File: src/rtl/abk_pkg.sv
package abk_pkg;
  typedef enum logic [1:0] {
    CYC_FETCH = 2'd0,
    CYC_READ  = 2'd1,
    CYC_WRITE = 2'd2,
    CYC_ANY   = 2'd3
  } cyc_sel_e;

  localparam logic [1:0] SPACE_IO8 = 2'd3;

  localparam logic [2:0] OFS_STAT = 3'd0;
  localparam logic [2:0] OFS_CTRL = 3'd1;
  localparam logic [2:0] OFS_BAH  = 3'd2;
  localparam logic [2:0] OFS_BAL  = 3'd3;
  localparam logic [2:0] OFS_BDH  = 3'd4;
  localparam logic [2:0] OFS_BDL  = 3'd5;

  typedef struct packed {
    logic [1:0] dmode;
    cyc_sel_e   csel;
  } ctrl_t;
endpackage

File: src/rtl/abk_regfile.sv
module abk_regfile
  import abk_pkg::*;
#(
  parameter int LANE_W = 8,
  parameter int HA_W   = 3
) (
  input  logic                clk,
  input  logic                rst,
  input  logic                wr,
  input  logic                rd,
  input  logic [HA_W-1:0]     addr,
  input  logic [LANE_W-1:0]   wdata,
  input  logic                flag,
  output logic [LANE_W-1:0]   rdata_q,
  output logic [2*LANE_W-1:0] brk_addr,
  output logic [2*LANE_W-1:0] brk_data,
  output ctrl_t               ctrl,
  output logic                en_q,
  output logic                en_nx,
  output logic                st_wr,
  output logic                st_rd,
  output logic                wflag
);
  localparam int RES_W = LANE_W - 2;

  logic [LANE_W-1:0] bah_q, bal_q, bdh_q, bdl_q;
  ctrl_t             ctrl_q;
  logic [LANE_W-1:0] rd_mux;

  assign st_wr = wr && (addr == HA_W'(OFS_STAT));
  assign st_rd = rd && (addr == HA_W'(OFS_STAT));
  assign wflag = wdata[LANE_W-1];
  assign en_nx = st_wr ? wdata[LANE_W-2] : en_q;

  always_ff @(posedge clk) begin
    if (rst) begin
      bah_q  <= '1;
      bal_q  <= '1;
      bdh_q  <= '0;
      bdl_q  <= '0;
      ctrl_q <= '0;
      en_q   <= 1'b0;
    end else begin
      en_q <= en_nx;
      if (wr) begin
        case (addr)
          HA_W'(OFS_CTRL): ctrl_q <= ctrl_t'(wdata[3:0]);
          HA_W'(OFS_BAH):  bah_q  <= wdata;
          HA_W'(OFS_BAL):  bal_q  <= wdata;
          HA_W'(OFS_BDH):  bdh_q  <= wdata;
          HA_W'(OFS_BDL):  bdl_q  <= wdata;
          default: ;
        endcase
      end
    end
  end

  always_comb begin
    case (addr)
      HA_W'(OFS_STAT): rd_mux = {flag, en_q, {RES_W{1'b1}}};
      HA_W'(OFS_CTRL): rd_mux = LANE_W'(ctrl_q);
      HA_W'(OFS_BAH):  rd_mux = bah_q;
      HA_W'(OFS_BAL):  rd_mux = bal_q;
      HA_W'(OFS_BDH):  rd_mux = bdh_q;
      HA_W'(OFS_BDL):  rd_mux = bdl_q;
      default:         rd_mux = '0;
    endcase
  end

  always_ff @(posedge clk) begin
    if (rst)     rdata_q <= '0;
    else if (rd) rdata_q <= rd_mux;
  end

  assign brk_addr = {bah_q, bal_q};
  assign brk_data = {bdh_q, bdl_q};
  assign ctrl     = ctrl_q;

  p_en_load_r7: assert property (@(posedge clk) disable iff (rst)
    st_wr |=> (en_q == $past(wdata[LANE_W-2])));
  p_en_hold_r7: assert property (@(posedge clk) disable iff (rst)
    !st_wr |=> $stable(en_q));
endmodule

File: src/rtl/abk_match.sv
module abk_match
  import abk_pkg::*;
#(
  parameter int LANE_W = 8
) (
  input  logic                clk,
  input  logic                rst,
  input  logic                bus_valid,
  input  logic [2*LANE_W-1:0] bus_addr,
  input  logic [2*LANE_W-1:0] bus_data,
  input  logic                bus_word,
  input  logic                bus_write,
  input  logic                bus_fetch,
  input  logic [1:0]          bus_space,
  input  logic [2*LANE_W-1:0] brk_addr,
  input  logic [2*LANE_W-1:0] brk_data,
  input  ctrl_t               ctrl,
  output logic                hit
);
  localparam int AW    = 2 * LANE_W;
  localparam int LANES = 2;

  logic             wide;
  logic             cyc_ok, addr_ok;
  logic [LANES-1:0] lane_live, lane_need, lane_ok;

  assign wide = bus_word && (bus_space != SPACE_IO8);

  always_comb begin
    case (ctrl.csel)
      CYC_FETCH: cyc_ok = bus_fetch && !bus_write;
      CYC_READ:  cyc_ok = !bus_fetch && !bus_write;
      CYC_WRITE: cyc_ok = bus_write;
      default:   cyc_ok = !bus_fetch;
    endcase
  end

  assign addr_ok = wide ? (bus_addr[AW-1:1] == brk_addr[AW-1:1])
                        : (bus_addr == brk_addr);

  // lane 1 = upper byte lane, lane 0 = lower byte lane
  assign lane_live = {1'b1, wide};
  assign lane_need = {ctrl.dmode[0], ctrl.dmode[1]};

  for (genvar l = 0; l < LANES; l++) begin : g_lane
    logic eq;
    assign eq         = bus_data[l*LANE_W +: LANE_W] == brk_data[l*LANE_W +: LANE_W];
    assign lane_ok[l] = !lane_need[l] || (lane_live[l] && eq);
  end

  assign hit = bus_valid && cyc_ok && addr_ok && (&lane_ok);

  p_lower_narrow_r5: assert property (@(posedge clk) disable iff (rst)
    (ctrl.dmode[1] && !wide) |-> !hit);
  p_fetch_sel_r3: assert property (@(posedge clk) disable iff (rst)
    (ctrl.csel == CYC_FETCH && !bus_fetch) |-> !hit);
endmodule

File: src/rtl/abk_flag.sv
module abk_flag (
  input  logic clk,
  input  logic rst,
  input  logic hit,
  input  logic st_rd,
  input  logic st_wr,
  input  logic wflag,
  input  logic en_nx,
  output logic flag_q,
  output logic irq_q
);
  logic armed_q;
  logic clr;
  logic flag_n;

  assign clr    = st_wr && !wflag && armed_q;
  assign flag_n = hit || (flag_q && !clr);

  always_ff @(posedge clk) begin
    if (rst) begin
      flag_q  <= 1'b0;
      armed_q <= 1'b0;
      irq_q   <= 1'b0;
    end else begin
      flag_q <= flag_n;
      irq_q  <= flag_n && en_nx;
      if (st_wr)               armed_q <= 1'b0;
      else if (st_rd && flag_q) armed_q <= 1'b1;
    end
  end

  p_set_r6: assert property (@(posedge clk) disable iff (rst)
    hit |=> flag_q);
  p_sticky_r6: assert property (@(posedge clk) disable iff (rst)
    (flag_q && !st_wr) |=> flag_q);
  p_unarmed_r7: assert property (@(posedge clk) disable iff (rst)
    (flag_q && st_wr && !armed_q) |=> flag_q);
  p_clear_r7: assert property (@(posedge clk) disable iff (rst)
    (st_wr && !wflag && armed_q && !hit) |=> !flag_q);
  p_arm_spent_r9: assert property (@(posedge clk) disable iff (rst)
    st_wr |=> !armed_q);
endmodule

File: src/rtl/addr_break_unit.sv
module addr_break_unit
  import abk_pkg::*;
#(
  parameter int LANE_W = 8,
  parameter int HA_W   = 3
) (
  input  logic                clk,
  input  logic                rst,
  input  logic                hst_wr,
  input  logic                hst_rd,
  input  logic [HA_W-1:0]     hst_addr,
  input  logic [LANE_W-1:0]   hst_wdata,
  output logic [LANE_W-1:0]   hst_rdata,
  input  logic                bus_valid,
  input  logic [2*LANE_W-1:0] bus_addr,
  input  logic [2*LANE_W-1:0] bus_data,
  input  logic                bus_word,
  input  logic                bus_write,
  input  logic                bus_fetch,
  input  logic [1:0]          bus_space,
  output logic                irq
);
  localparam int W2 = 2 * LANE_W;

  logic [W2-1:0] brk_addr, brk_data;
  ctrl_t         ctrl;
  logic          en_q, en_nx, st_wr, st_rd, wflag;
  logic          hit, flag_q, irq_q;

  abk_regfile #(.LANE_W(LANE_W), .HA_W(HA_W)) i_regs (
    .clk(clk), .rst(rst), .wr(hst_wr), .rd(hst_rd), .addr(hst_addr),
    .wdata(hst_wdata), .flag(flag_q), .rdata_q(hst_rdata),
    .brk_addr(brk_addr), .brk_data(brk_data), .ctrl(ctrl),
    .en_q(en_q), .en_nx(en_nx), .st_wr(st_wr), .st_rd(st_rd), .wflag(wflag)
  );

  abk_match #(.LANE_W(LANE_W)) i_match (
    .clk(clk), .rst(rst), .bus_valid(bus_valid), .bus_addr(bus_addr),
    .bus_data(bus_data), .bus_word(bus_word), .bus_write(bus_write),
    .bus_fetch(bus_fetch), .bus_space(bus_space), .brk_addr(brk_addr),
    .brk_data(brk_data), .ctrl(ctrl), .hit(hit)
  );

  abk_flag i_flag (
    .clk(clk), .rst(rst), .hit(hit), .st_rd(st_rd), .st_wr(st_wr),
    .wflag(wflag), .en_nx(en_nx), .flag_q(flag_q), .irq_q(irq_q)
  );

  assign irq = irq_q;

  p_irq_off_r8: assert property (@(posedge clk) disable iff (rst)
    !en_q |-> !irq);
  p_irq_on_r8: assert property (@(posedge clk) disable iff (rst)
    (en_q && flag_q) |-> irq);
endmodule

File: config.mk
export PLATFORM = sky130hd
export DESIGN_NAME = addr_break_unit
export DESIGN_NICKNAME = d
export VERILOG_FILES = /design/src/rtl/abk_pkg.sv /design/src/rtl/abk_regfile.sv /design/src/rtl/abk_match.sv /design/src/rtl/abk_flag.sv /design/src/rtl/addr_break_unit.sv
export SDC_FILE = /design/constraint.sdc
export NUM_CORES = 1
export LEC_CHECK = 0
export CORE_MARGIN = 4
export CORE_UTILIZATION = 57
export DETAILED_ROUTE_END_ITERATION = 8
export DONT_BUFFER_PORTS = 1
export PLACE_DENSITY = 0.75
export RECOVER_POWER = 25
export SLEW_MARGIN = 30
export SYNTH_ARGS = -nofsm -noshare
export SYNTH_HDL_FRONTEND = slang
export SYNTH_HIERARCHICAL = 1
export SYNTH_SLANG_ARGS = --single-unit
File: constraint.sdc
create_clock -name clk -period 1.8 [get_ports clk]
set_input_delay 0.54 -clock clk [delete_from_list [all_inputs] [get_ports clk]]
set_output_delay 0.54 -clock clk [all_outputs]
set_load 0.1 [all_outputs]
======== Word-level counts from Yosys, hierarchy flattened ========
Cells that the tools add are included.
storage, ports and cells
  register bits after elaboration ......... 48
  input bits .............................. 53
  logic and storage cells ................. 59
  output and inout bits ................... 9
operators by class
  eq/ne operators ......................... 12
  multiplexer cells ....................... 4
  reductions and logical operators ........ 32
operators with widths
  kind                count
  $pmux 8 s6          1
  $eq 16x16->1        1
  $eq 8x8->1          2
  $eq 15x15->1        1
  $logic_and 1x1->1   14
  $reduce_and 2->1    6
  $eq 3x2->1 const B  2
  $eq 3x3->1 const B  2
  $logic_not 1->1     6
  $eq 3x1->1 const B  1
  $logic_not 3->1     1
  $logic_or 1x1->1    3
  $pmux 1 s3          1
  $eq 2x1->1 const B  1
  $eq 2x2->1 const B  1
  $logic_not 2->1     1
  $mux 1              2
  $ne 2x2->1 const B  1
  $reduce_or 2->1     1

======== Longest topological paths before layout ========
Gate-level depths: netlist of the first run.
  depth after elaboration ................. 8
  depth in mapped cells ................... 6
  gate-level depth less buffers ........... 6

======== By module ========
The synthesis of the first run kept the hierarchy.
by module, submodules not included
  module       sequential area each (sq um)  instances  area each (sq um)  cells each
  abk_regfile  900.9                         1          2031.9             226
  abk_match    0.0                           1          407.9              51
  abk_flag     60.1                          1          106.4              9

======== Least setup slack after synthesis of the first run ========
OpenSTA, ideal clock, no wires.
  path type ............................... input to register
  start point ............................. input port bus_data[0]
  end point ............................... register i_flag.irq_q
  setup time .............................. 87 ps
  buffers on the path ..................... 0
  cell stages on the path ................. 6
  data arrival time ....................... 1655 ps
  data required time ...................... 1713 ps
  path slack .............................. 58 ps
  cell sequence ........................... xnor2_1 -> nand4_1 -> nor4_1 -> o2111a_1 -> and4bb_1 -> nor4b_2
between the ends
  longest elaborated chain between the ends .. 7
ends and longest elaborated chain
  what                  RTL line               RTL
  from (decl)           addr_break_unit.sv:16  input logic [2*LANE_W-1:0] bus_data,
  $eq 8x8->1            abk_match.sv:47        assign eq = bus_data[l*LANE_W +: LANE_W] == brk_data[l*LANE_W +: LANE_W];
  $logic_and 1x1->1     abk_match.sv:48        assign lane_ok[l] = !lane_need[l] || (lane_live[l] && eq);
  $logic_or 1x1->1      abk_match.sv:48
  $reduce_and 2->1      abk_match.sv:51        assign hit = bus_valid && cyc_ok && addr_ok && (&lane_ok);
  $logic_and 1x1->1     abk_match.sv:51
  named net hit         addr_break_unit.sv:28  logic hit, flag_q, irq_q;
  $logic_or 1x1->1      abk_flag.sv:17         assign flag_n = hit || (flag_q && !clr);
  $logic_and 1x1->1     abk_flag.sv:26         irq_q <= flag_n && en_nx;
  to (signal assigned)  abk_flag.sv:26
  to (decl)             abk_flag.sv:10         output logic irq_q
The timed path passes the listed nets, and every way through them passes these cells.
A chain may end at the register's enable or synchronous reset.

======== Final worst setup path of the first run ========
  start point ............................. register i_regs.bdl_q[4]
  end point ............................... register i_flag.irq_q
between the ends
  longest elaborated chain between the ends .. 7
ends and longest elaborated chain
  what                    RTL line               RTL
  from (decl)             abk_regfile.sv:26      logic [LANE_W-1:0] bah_q, bal_q, bdh_q, bdl_q;
  from (signal assigned)  abk_regfile.sv:51      HA_W'(OFS_BDL): bdl_q <= wdata;
  $eq 8x8->1              abk_match.sv:47
  $logic_and 1x1->1       abk_match.sv:48
  $logic_or 1x1->1        abk_match.sv:48
  $reduce_and 2->1        abk_match.sv:51
  $logic_and 1x1->1       abk_match.sv:51
  named net hit           addr_break_unit.sv:28
  $logic_or 1x1->1        abk_flag.sv:17
  $logic_and 1x1->1       abk_flag.sv:26
The timed path passes the listed nets, and every way through them passes these cells.

==> results.ini, run 1 <==
[route]
drtIter0Drc = 143
drt-vias-per-instance = 5.946
routed_wl_um = 6341
vias = 2081
ant_nets = 0
drcViolationCount = 0
wl_per_cell_um = 18.12
dr.pass1.iters = 4

[cells_and_area]
fin_cells = 350
layout.nets = 350
final_core_util = 0.6447
most-common-layout-cells = nand2_1, dfxtp_1, mux2i_1
layout_commonest_cell = nand2_1
antenna_cells = 0
drive_gt1_frac = 0.1376
area_growth_pct = 9.484

[clock_network]
holdBufCountCts = 0
cts_root_buf = clkbuf_8
clk_pin_slew_ns = 0.09
htree_levels = 2
cts_tree = done
clock_latency_ns = 0.31
cts_buffers = 5
cts.sinks = 48
clockBufferDepth = 2

[critical_path]
critPathLaunchType = flip-flop
cp.required_ns = 2.03
crit_fanout = 3
criticalPathCategory = reg2reg
worst_setup_path_end_kind = flip-flop
arrival_ns = 1.95

[floorplanning]
rows = 24
start_util = 0.5888
die_w_um = 74.84
die_area_um2 = 5600
die_y_um = 74.84
ioPinCount = 62
core_um2 = 4324

[global_route]
grt_pass1_wl_um = 10140
grt_remaining_overflow = 0
grt_max_degree = 29
antenna_found_initial = 0
gr-usage-all-layers = 0.2441
grt_pass1_vias = 2041

[logic_synthesis]
synthMuxAreaShare = 0.1145
synth_compound_area_frac = 0.1346
synthXorXnorAreaFrac = 0.1130
yosysUniqueCellTypes = 51
synth_top_family_by_area = simple AND/OR/NAND/NOR gates
yosys_warnings = 6
ys_ff_latch = 48
netlist_area_um2 = 2546
synth_ff_type = dfxtp_1
synth_fa_ha_area_frac = 0
ys_async_sr_fraction = 0
ys_seq_area_frac = 0.3774
synthSimpleGateAreaFrac = 0.2231
synth_edf_count = 0
syn_inst = 286
syn_nets = 339
synth.avg_cell_area_um2 = 8.903

[timing]
hold_viol_final = 0
final.min_clock_period_ns = 1.716
tightest_slew_ns = 0.7515
layout_worst_path_cycle_share = 0.9531
hold_ws_ns = 0.2953
setup_tns_ns = 0
setup_viol = 0
fmax_mhz = 582.9
max_slew_margin = 0.4951
clock_skew_ns = 0.004338
finalMaxSlewViolations = 0

[power]
fin_total_pwr_mw = 2.195
seqPwrFrac = 0.506
switching_share = 0.2611
max-vdd-ir-drop_mv = 0.4629
power_switching_uw = 573.1
clkPwrFrac = 0.357
p_per_area_nw_per_um2 = 787.5
internal-power_mw = 1.622
leakagePower_nw = 1.000
p_comb_frac = 0.136

[place]
io_buffer_count = 0
dp_hpwl_um = 4719
placed_cells = 342
routabilityCongestion = 0.8781

[status]
status = completed

[worst_hold_path]
hold_class = in2reg

[job]
maxCapViolCount = 0

[layer usage]
metal,routed length (um),track usage,vias to the layer above,part of all wire
met5,0,0,-,0
met4,234,0.1107,0,0.037
met3,440,0.07076,17,0.069
met2,3079,0.3897,66,0.49
met1,2586,0.3045,981,0.41
li1,-,-,1017,-
[critical path: stages (launching register included)]
cell      delay (ns)
dfxtp_2         0.37
xnor2_2         0.12
nand3_1         0.10
nor4_2          0.28
buf_4           0.15
o2111a_1        0.18
and4bb_1        0.21
nor4b_2         0.23
[cells in the mapped netlist (2+ instances only)]
master | count | area share
nand3_1 | 3 | 0.0059
and2_1 | 2 | 0.0049
a211oi_1 | 3 | 0.0088
inv_1 | 4 | 0.0059
buf_4 | 4 | 0.012
o221ai_1 | 2 | 0.0069
nand4_1 | 6 | 0.015
buf_2 | 4 | 0.0079
nor4_1 | 2 | 0.0049
nor2_1 | 11 | 0.016
nor3_1 | 3 | 0.0059
nor2b_1 | 5 | 0.012
dfxtp_1 | 48 | 0.38
nand2b_1 | 4 | 0.0098
mux2i_1 | 28 | 0.11
a21oi_1 | 22 | 0.043
a22o_1 | 3 | 0.010
o21ai_0 | 4 | 0.0079
o22ai_1 | 3 | 0.0074
nand2_1 | 55 | 0.081
nor3b_1 | 4 | 0.012
a31oi_1 | 2 | 0.0049
clkbuf_1 | 5 | 0.0074
nor2_2 | 2 | 0.0049
nor2_8 | 2 | 0.016
xnor2_1 | 28 | 0.096
xor2_1 | 3 | 0.010
[logic make-up after synthesis]
kind of cell / count (synthesis)
xor+xnor: 32
compound gates: 52
buf+inv: 18
simple gates: 107
flops: 48
mux: 29
[sequential cells by signal, summed over array words and instances, names as in the netlist]
register / cells
i_flag/armed_q: 1
i_flag/flag_q: 1
i_flag/irq_q: 1
i_regs/bah_q: 8
i_regs/bal_q: 8
i_regs/bdh_q: 8
i_regs/bdl_q: 8
i_regs/ctrl: 4
i_regs/en_q: 1
i_regs/rdata_q: 8
[power groups by stage]
stage                     Combinational (mW)  Clock (mW)  Sequential (mW)
after detailed placement               0.296           0             1.14
final                                  0.300       0.784             1.11
after CTS                              0.298       0.798             1.11
after floorplan                        0.197           0             1.21
after global placement                 0.294           0             1.14
after global routing                   0.323       0.849             1.12
[per-stage QoR]
| step | worst slack [ns] | instance area [um2] |
|---|---|---|
| after floorplan | 0.05804 | 2546 |
| after global placement | -0.1344 | 2666 |
| after detailed placement | -0.1983 | 2666 |
| after CTS | 0.005876 | 2778 |
| after global routing | -0.002347 | 2788 |
| final | 0.08442 | 2788 |
[repair_timing]
action,in CTS,in global routing
buffers inserted,0,0
setup endpoints to repair,0,2
resized for setup,0,6
hold endpoints to repair,0,0
[path summary, 6_finish.rpt]
| path | from | end | slack, ns | depth (start not counted) |
|---|---|---|---|---|
| setup / recovery | i_regs/bdl_q[4]$_SDFFE_PP0P_ | i_flag/irq_q$_SDFF_PP0_ | 0.08 | 7 |
| hold / removal | rst | i_flag/irq_q$_SDFF_PP0_ | 0.30 | 1 |
| setup reg to reg | i_regs/bdl_q[4]$_SDFFE_PP0P_ | i_flag/irq_q$_SDFF_PP0_ | 0.08 | 7 |
| hold reg to reg | i_regs/bdh_q[2]$_SDFFE_PP0P_ | i_regs/bdh_q[2]$_SDFFE_PP0P_ | 0.48 | 2 |
[layout make-up]
cell class              instances  area (um2)
fillers                       386        1536
multi-input cells             220        1495
flip-flops and latches         48       965.9
repair buffers                 18       135.1
clock buffers                   5       68.82
well taps                      52       65.06
clock inverters                 3       42.54
inverters                       4       15.01
(Power assumes the default switching activity.)
==> run 2: changes to the inputs <==
--- a/config.mk
+++ b/config.mk
@@ -5,11 +5,11 @@
 export SDC_FILE = /design/constraint.sdc
 export NUM_CORES = 1
 export LEC_CHECK = 0
+export BUFFER_PORTS_ARGS = -buffer_cell sky130_fd_sc_hd__buf_2
 export CORE_MARGIN = 4
-export CORE_UTILIZATION = 57
+export CORE_UTILIZATION = 48
 export DETAILED_ROUTE_END_ITERATION = 8
-export DONT_BUFFER_PORTS = 1
-export PLACE_DENSITY = 0.75
+export PLACE_DENSITY = 0.76
 export RECOVER_POWER = 25
 export SLEW_MARGIN = 30
 export SYNTH_ARGS = -nofsm -noshare
==> results.ini, run 2 (synthesis results as in run 1) <==
[timing]
max_slew_margin = 0.6085
hold_viol_final = 0
fmax_mhz = 576.5
tightest_slew_ns = 0.5873
grt_setup_unrepaired = true
clock_skew_ns = 0.004275
hold_ws_ns = 0.4802
finalMaxSlewViolations = 0
layout_worst_path_cycle_share = 0.9637
final.min_clock_period_ns = 1.735
setup_viol = 0

[power]
p_per_area_nw_per_um2 = 707.6
max-vdd-ir-drop_mv = 0.3965
leakagePower_nw = 1.239

[place]
routabilityCongestion = 0.9103
dp_hpwl_um = 5314
io_buffer_count = 61

[global_route]
grt_pass1_wl_um = 11040
grt_remaining_overflow = 0
grt_pass1_vias = 2335
gr-usage-all-layers = 0.2226
antenna_found_initial = 0
grt_max_degree = 26

[critical_path]
crit_start = bus_data[6]
max_stage_delay_ns = 0.28
cp.required_ns = 2.02
cp_slowest_cell = nor4_2
arrival_ns = 1.96
critPathLaunchType = primary input
criticalPathCategory = in2reg
reg2reg_from = i_regs/bdl_q[3]$_SDFFE_PP0P_
cp_cell_sequence = buf_2, xnor2_2, nand4_1, nor4_2, buf_4, o2111a_1, and4bb_1, nor4b_2
crit_fanout = 2
worst_setup_path_end_kind = flip-flop

[worst_hold_path]
worstHoldStart = i_regs/rdata_q[6]$_SDFFE_PP0P_
hold_class = reg2reg

[route]
ant_nets = 0
routed_wl_um = 6884
drtIter0Drc = 176
vias = 2338
wl_per_cell_um = 16.05
dr.pass1.iters = 4
drt-vias-per-instance = 5.450
drcViolationCount = 0

[clock_network]
clock_latency_ns = 0.30
htree_levels = 2
clockBufferDepth = 2
postCtsSetupBuffers = 0
clk_pin_slew_ns = 0.08
cts.sinks = 48
cts_buffers = 5
cts_root_buf = clkbuf_8
cts_tree = done
holdBufCountCts = 0

[floorplanning]
rows = 26
die_y_um = 80.83
die_w_um = 80.83
ioPinCount = 62
core_um2 = 5140
start_util = 0.4954
die_area_um2 = 6533

[cells_and_area]
layout.nets = 411
most-common-layout-cells = buf_2, nand2_1, dfxtp_1
antenna_cells = 0
area_growth_pct = 22.01
fill_cells = 496
layout_commonest_cell = buf_2
drive_gt1_frac = 0.2925
final_core_util = 0.6044

[status]
status = completed

[job]
maxCapViolCount = 0

==> run 2: cell types whose count changed in the layout (fill, tap and decap cells not counted), sizes merged <==
| cell | before | now |
|---|---|---|
| clkbuf | 5 | 12 |
| clkinvlp | 1 | 0 |
| buf | 18 | 75 |
| bufinv | 1 | 0 |
| clkinv | 1 | 0 |
==> run 2: area by class of cell <==
| cell class | instances | area [um2] | area share |
|---|---|---|---|
| multi-input combinational | 220 | 1509 | 0.4857 |
| tap | 70 | 87.58 | 0.02819 |
| inverter | 4 | 15.01 | 0.004833 |
| clock buffer | 8 | 90.09 | 0.02900 |
| timing repair buffer | 79 | 436.7 | 0.1406 |
| sequential | 48 | 968.4 | 0.3117 |
==> run 2: layer usage <==
| metal | up-vias | global-route usage | part of all wire |
|---|---|---|---|
| met5 | - | 0 | 0 |
| met4 | 0 | 0.08784 | 0.035 |
| met3 | 18 | 0.04324 | 0.051 |
| met2 | 67 | 0.3744 | 0.49 |
| met1 | 1112 | 0.2796 | 0.43 |
| li1 | 1141 | - | - |
==> run 2: critical path: cells and delay by family <==
kind	cells	cell delay, ns
simple gates	4	0.81
buf+inv	2	0.26
compound gates	1	0.19
xor+xnor	1	0.14
==> run 2: what timing repair did <==
action / 4_1_cts / 5_1_grt
endpoints found under the setup margin: 1 / 1
resized for setup: 3 / 9
pin swaps: 2 / 6
==> run 2: path summary, 6_finish.rpt <==
kind / end / slack (ns) / depth (start not counted)
worst max-delay path: i_flag/irq_q$_SDFF_PP0_ / 0.07 / 8
worst min-delay path: i_regs/rdata_q[6]$_SDFFE_PP0P_ / 0.48 / 1
worst max register to register: i_flag/irq_q$_SDFF_PP0_ / 0.09 / 7
worst min register to register: i_regs/rdata_q[6]$_SDFFE_PP0P_ / 0.48 / 1
==> run 2: power by group <==
group / internal (mW) / leakage (nW) / total [mW] / switching (mW)
Clock: 0.314 / 0.0455 / 0.657 / 0.344
Sequential: 1.09 / 0.393 / 1.11 / 0.0228
Combinational: 0.166 / 0.801 / 0.428 / 0.262
Total: 1.57 / 1.24 / 2.20 / 0.629
==> run 2: metrics by stage <==
step	instances	TNS (ns)	instance area (um2)	total power, mW	setup slack, ns
floorplan	286	0	2546	1.407	0.05804
finish	429	0	3107	2.198	0.06542
global route	429	-0.2309	3107	2.290	-0.08241
detailed placement	421	-0.5654	3007	1.562	-0.3248
global placement	421	-0.4200	3007	1.554	-0.2481
CTS	429	0	3103	2.210	0.02574
==> run 3: changes to the inputs <==
--- a/config.mk
+++ b/config.mk
@@ -7,9 +7,9 @@
 export LEC_CHECK = 0
 export BUFFER_PORTS_ARGS = -buffer_cell sky130_fd_sc_hd__buf_2
 export CORE_MARGIN = 4
-export CORE_UTILIZATION = 48
+export CORE_UTILIZATION = 57
 export DETAILED_ROUTE_END_ITERATION = 8
-export PLACE_DENSITY = 0.76
+export PLACE_DENSITY = 0.84
 export RECOVER_POWER = 25
 export SLEW_MARGIN = 30
 export SYNTH_ARGS = -nofsm -noshare
==> constraint.sdc (replaced) <==
create_clock -name clk -period 2.1 [get_ports clk]
set_input_delay 0.63 -clock clk [delete_from_list [all_inputs] [get_ports clk]]
set_output_delay 0.63 -clock clk [all_outputs]
set_load 0.1 [all_outputs]
==> results.ini, run 3 (synthesis results as in run 1) <==
[critical_path]
crit_fanout = 12
path_buf_inv = 2
cp_cell_sequence = clkbuf_2, clkbuf_1, nor3_1, mux2i_1, nor2_1
arrival_ns = 2.12
critPathLaunchType = primary input
cp_top_family = simple AND/OR/NAND/NOR gates
cp.required_ns = 2.29
max_stage_delay_ns = 0.68
worst_setup_path_end_kind = flip-flop
cp_slowest_cell = nor3_1
criticalPathCategory = in2reg

[clock_network]
clock_latency_ns = 0.30
cts_buffers = 5
cts_tree = done
cts_root_buf = clkbuf_8
holdBufCountCts = 0
post_cts_resized = 0
cts.sinks = 48
postCtsSetupBuffers = 0
clk_pin_slew_ns = 0.09
clockBufferDepth = 2
htree_levels = 2

[global_route]
gr-usage-all-layers = 0.2436
grt_pass1_wl_um = 10150
grt_remaining_overflow = 0
grt_pass1_vias = 2121
antenna_found_initial = 0
grt_max_degree = 26

[cells_and_area]
antenna_cells = 0
final_area_um2 = 2960
fill_cells = 365
layout.nets = 400
final_core_util = 0.6846
layout_commonest_cell = buf_2
fin_cells = 400
drive_gt1_frac = 0.2414
area_growth_pct = 16.27
most-common-layout-cells = buf_2, nand2_1, dfxtp_1

[timing]
hold_ws_ns = 0.4861
tightest_slew_ns = 0.7272
grt_setup_unrepaired = false
setup_tns_ns = 0
layout_worst_path_cycle_share = 0.9207
final.min_clock_period_ns = 1.933
hold_viol_final = 0
final.setup.worst_slack_ns = 0.1666
setup_viol = 0
max_slew_margin = 0.5115
fmax_mhz = 517.2
clock_skew_ns = 0.007809
finalMaxSlewViolations = 0

[power]
p_per_area_nw_per_um2 = 630.5
leakagePower_nw = 1.165
fin_total_pwr_mw = 1.866
max-vdd-ir-drop_mv = 0.4025

[job]
maxCapViolCount = 0

[route]
vias = 2266
ant_nets = 0
drcViolationCount = 0
drtIter0Drc = 186
dr.pass1.iters = 4
drt-vias-per-instance = 5.665
wl_per_cell_um = 16.29
routed_wl_um = 6517

[place]
placed_cells = 392
io_buffer_count = 61
routabilityCongestion = 0.8800
place_ws_ns = -0.1019
place_area_um2 = 2889
dp_hpwl_um = 5043

[floorplanning]
die_area_um2 = 5600
start_util = 0.5888
die_w_um = 74.84
core_um2 = 4324
ioPinCount = 62
rows = 24
die_y_um = 74.84

[status]
status = completed

[worst_hold_path]
hold_class = reg2reg

==> run 3: cell types whose count changed in the layout (fill, tap and decap cells not counted), moves of 3 or more <==
| cell | previous run | this run |
|---|---|---|
| xnor2_1 | 25 | 28 |
| dfxtp_2 | 6 | 0 |
| dfxtp_1 | 42 | 48 |
| xnor2_2 | 3 | 0 |
| buf_4 | 15 | 5 |
==> run 3: area by class of cell <==
| type | count | area, um2 | share of cell area |
|---|---|---|---|
| multi-input combinational | 220 | 1479 | 0.4996 |
| sequential | 48 | 960.9 | 0.3246 |
| timing repair buffer | 68 | 350.3 | 0.1183 |
| clock buffer | 8 | 90.09 | 0.03043 |
| tap | 52 | 65.06 | 0.02198 |
| inverter | 4 | 15.01 | 0.005072 |
==> run 3: report_power, final <==
part           switching (mW)  internal [mW]  leakage, nW  total, mW
clock                   0.295          0.269       0.0455      0.564
combinational           0.219          0.130        0.729      0.349
sequential             0.0197          0.934        0.390      0.954
total                   0.533           1.33         1.16       1.87
==> run 3: final timing paths <==
path                            slack [ns]                        endpoint                            from  cells after the start
worst max-delay path                  0.17     i_regs/ctrl[3]$_SDFFE_PP0P_                     hst_addr[2]                      5
worst min-delay path                  0.49  i_regs/rdata_q[4]$_SDFFE_PP0P_  i_regs/rdata_q[4]$_SDFFE_PP0P_                      1
worst max register to register        0.29         i_flag/irq_q$_SDFF_PP0_    i_regs/bdl_q[0]$_SDFFE_PP0P_                      6
worst min register to register        0.49  i_regs/rdata_q[4]$_SDFFE_PP0P_  i_regs/rdata_q[4]$_SDFFE_PP0P_                      1
==> run 3: per-layer routing <==
metal | wire [um] | GRT usage | vias up
li1 | - | - | 1113
met5 | 0 | 0 | -
met1 | 2753 | 0.3072 | 1051
met3 | 440 | 0.06142 | 17
met2 | 3157 | 0.4014 | 85
met4 | 165 | 0.09091 | 0
==> run 3: worst reg2reg max path: stages (launching register included) <==
cell	delay [ns]
dfxtp_1	0.33
xnor2_1	0.19
nand4_1	0.12
nor4_1	0.37
o2111a_1	0.25
and4bb_1	0.24
nor4b_2	0.24
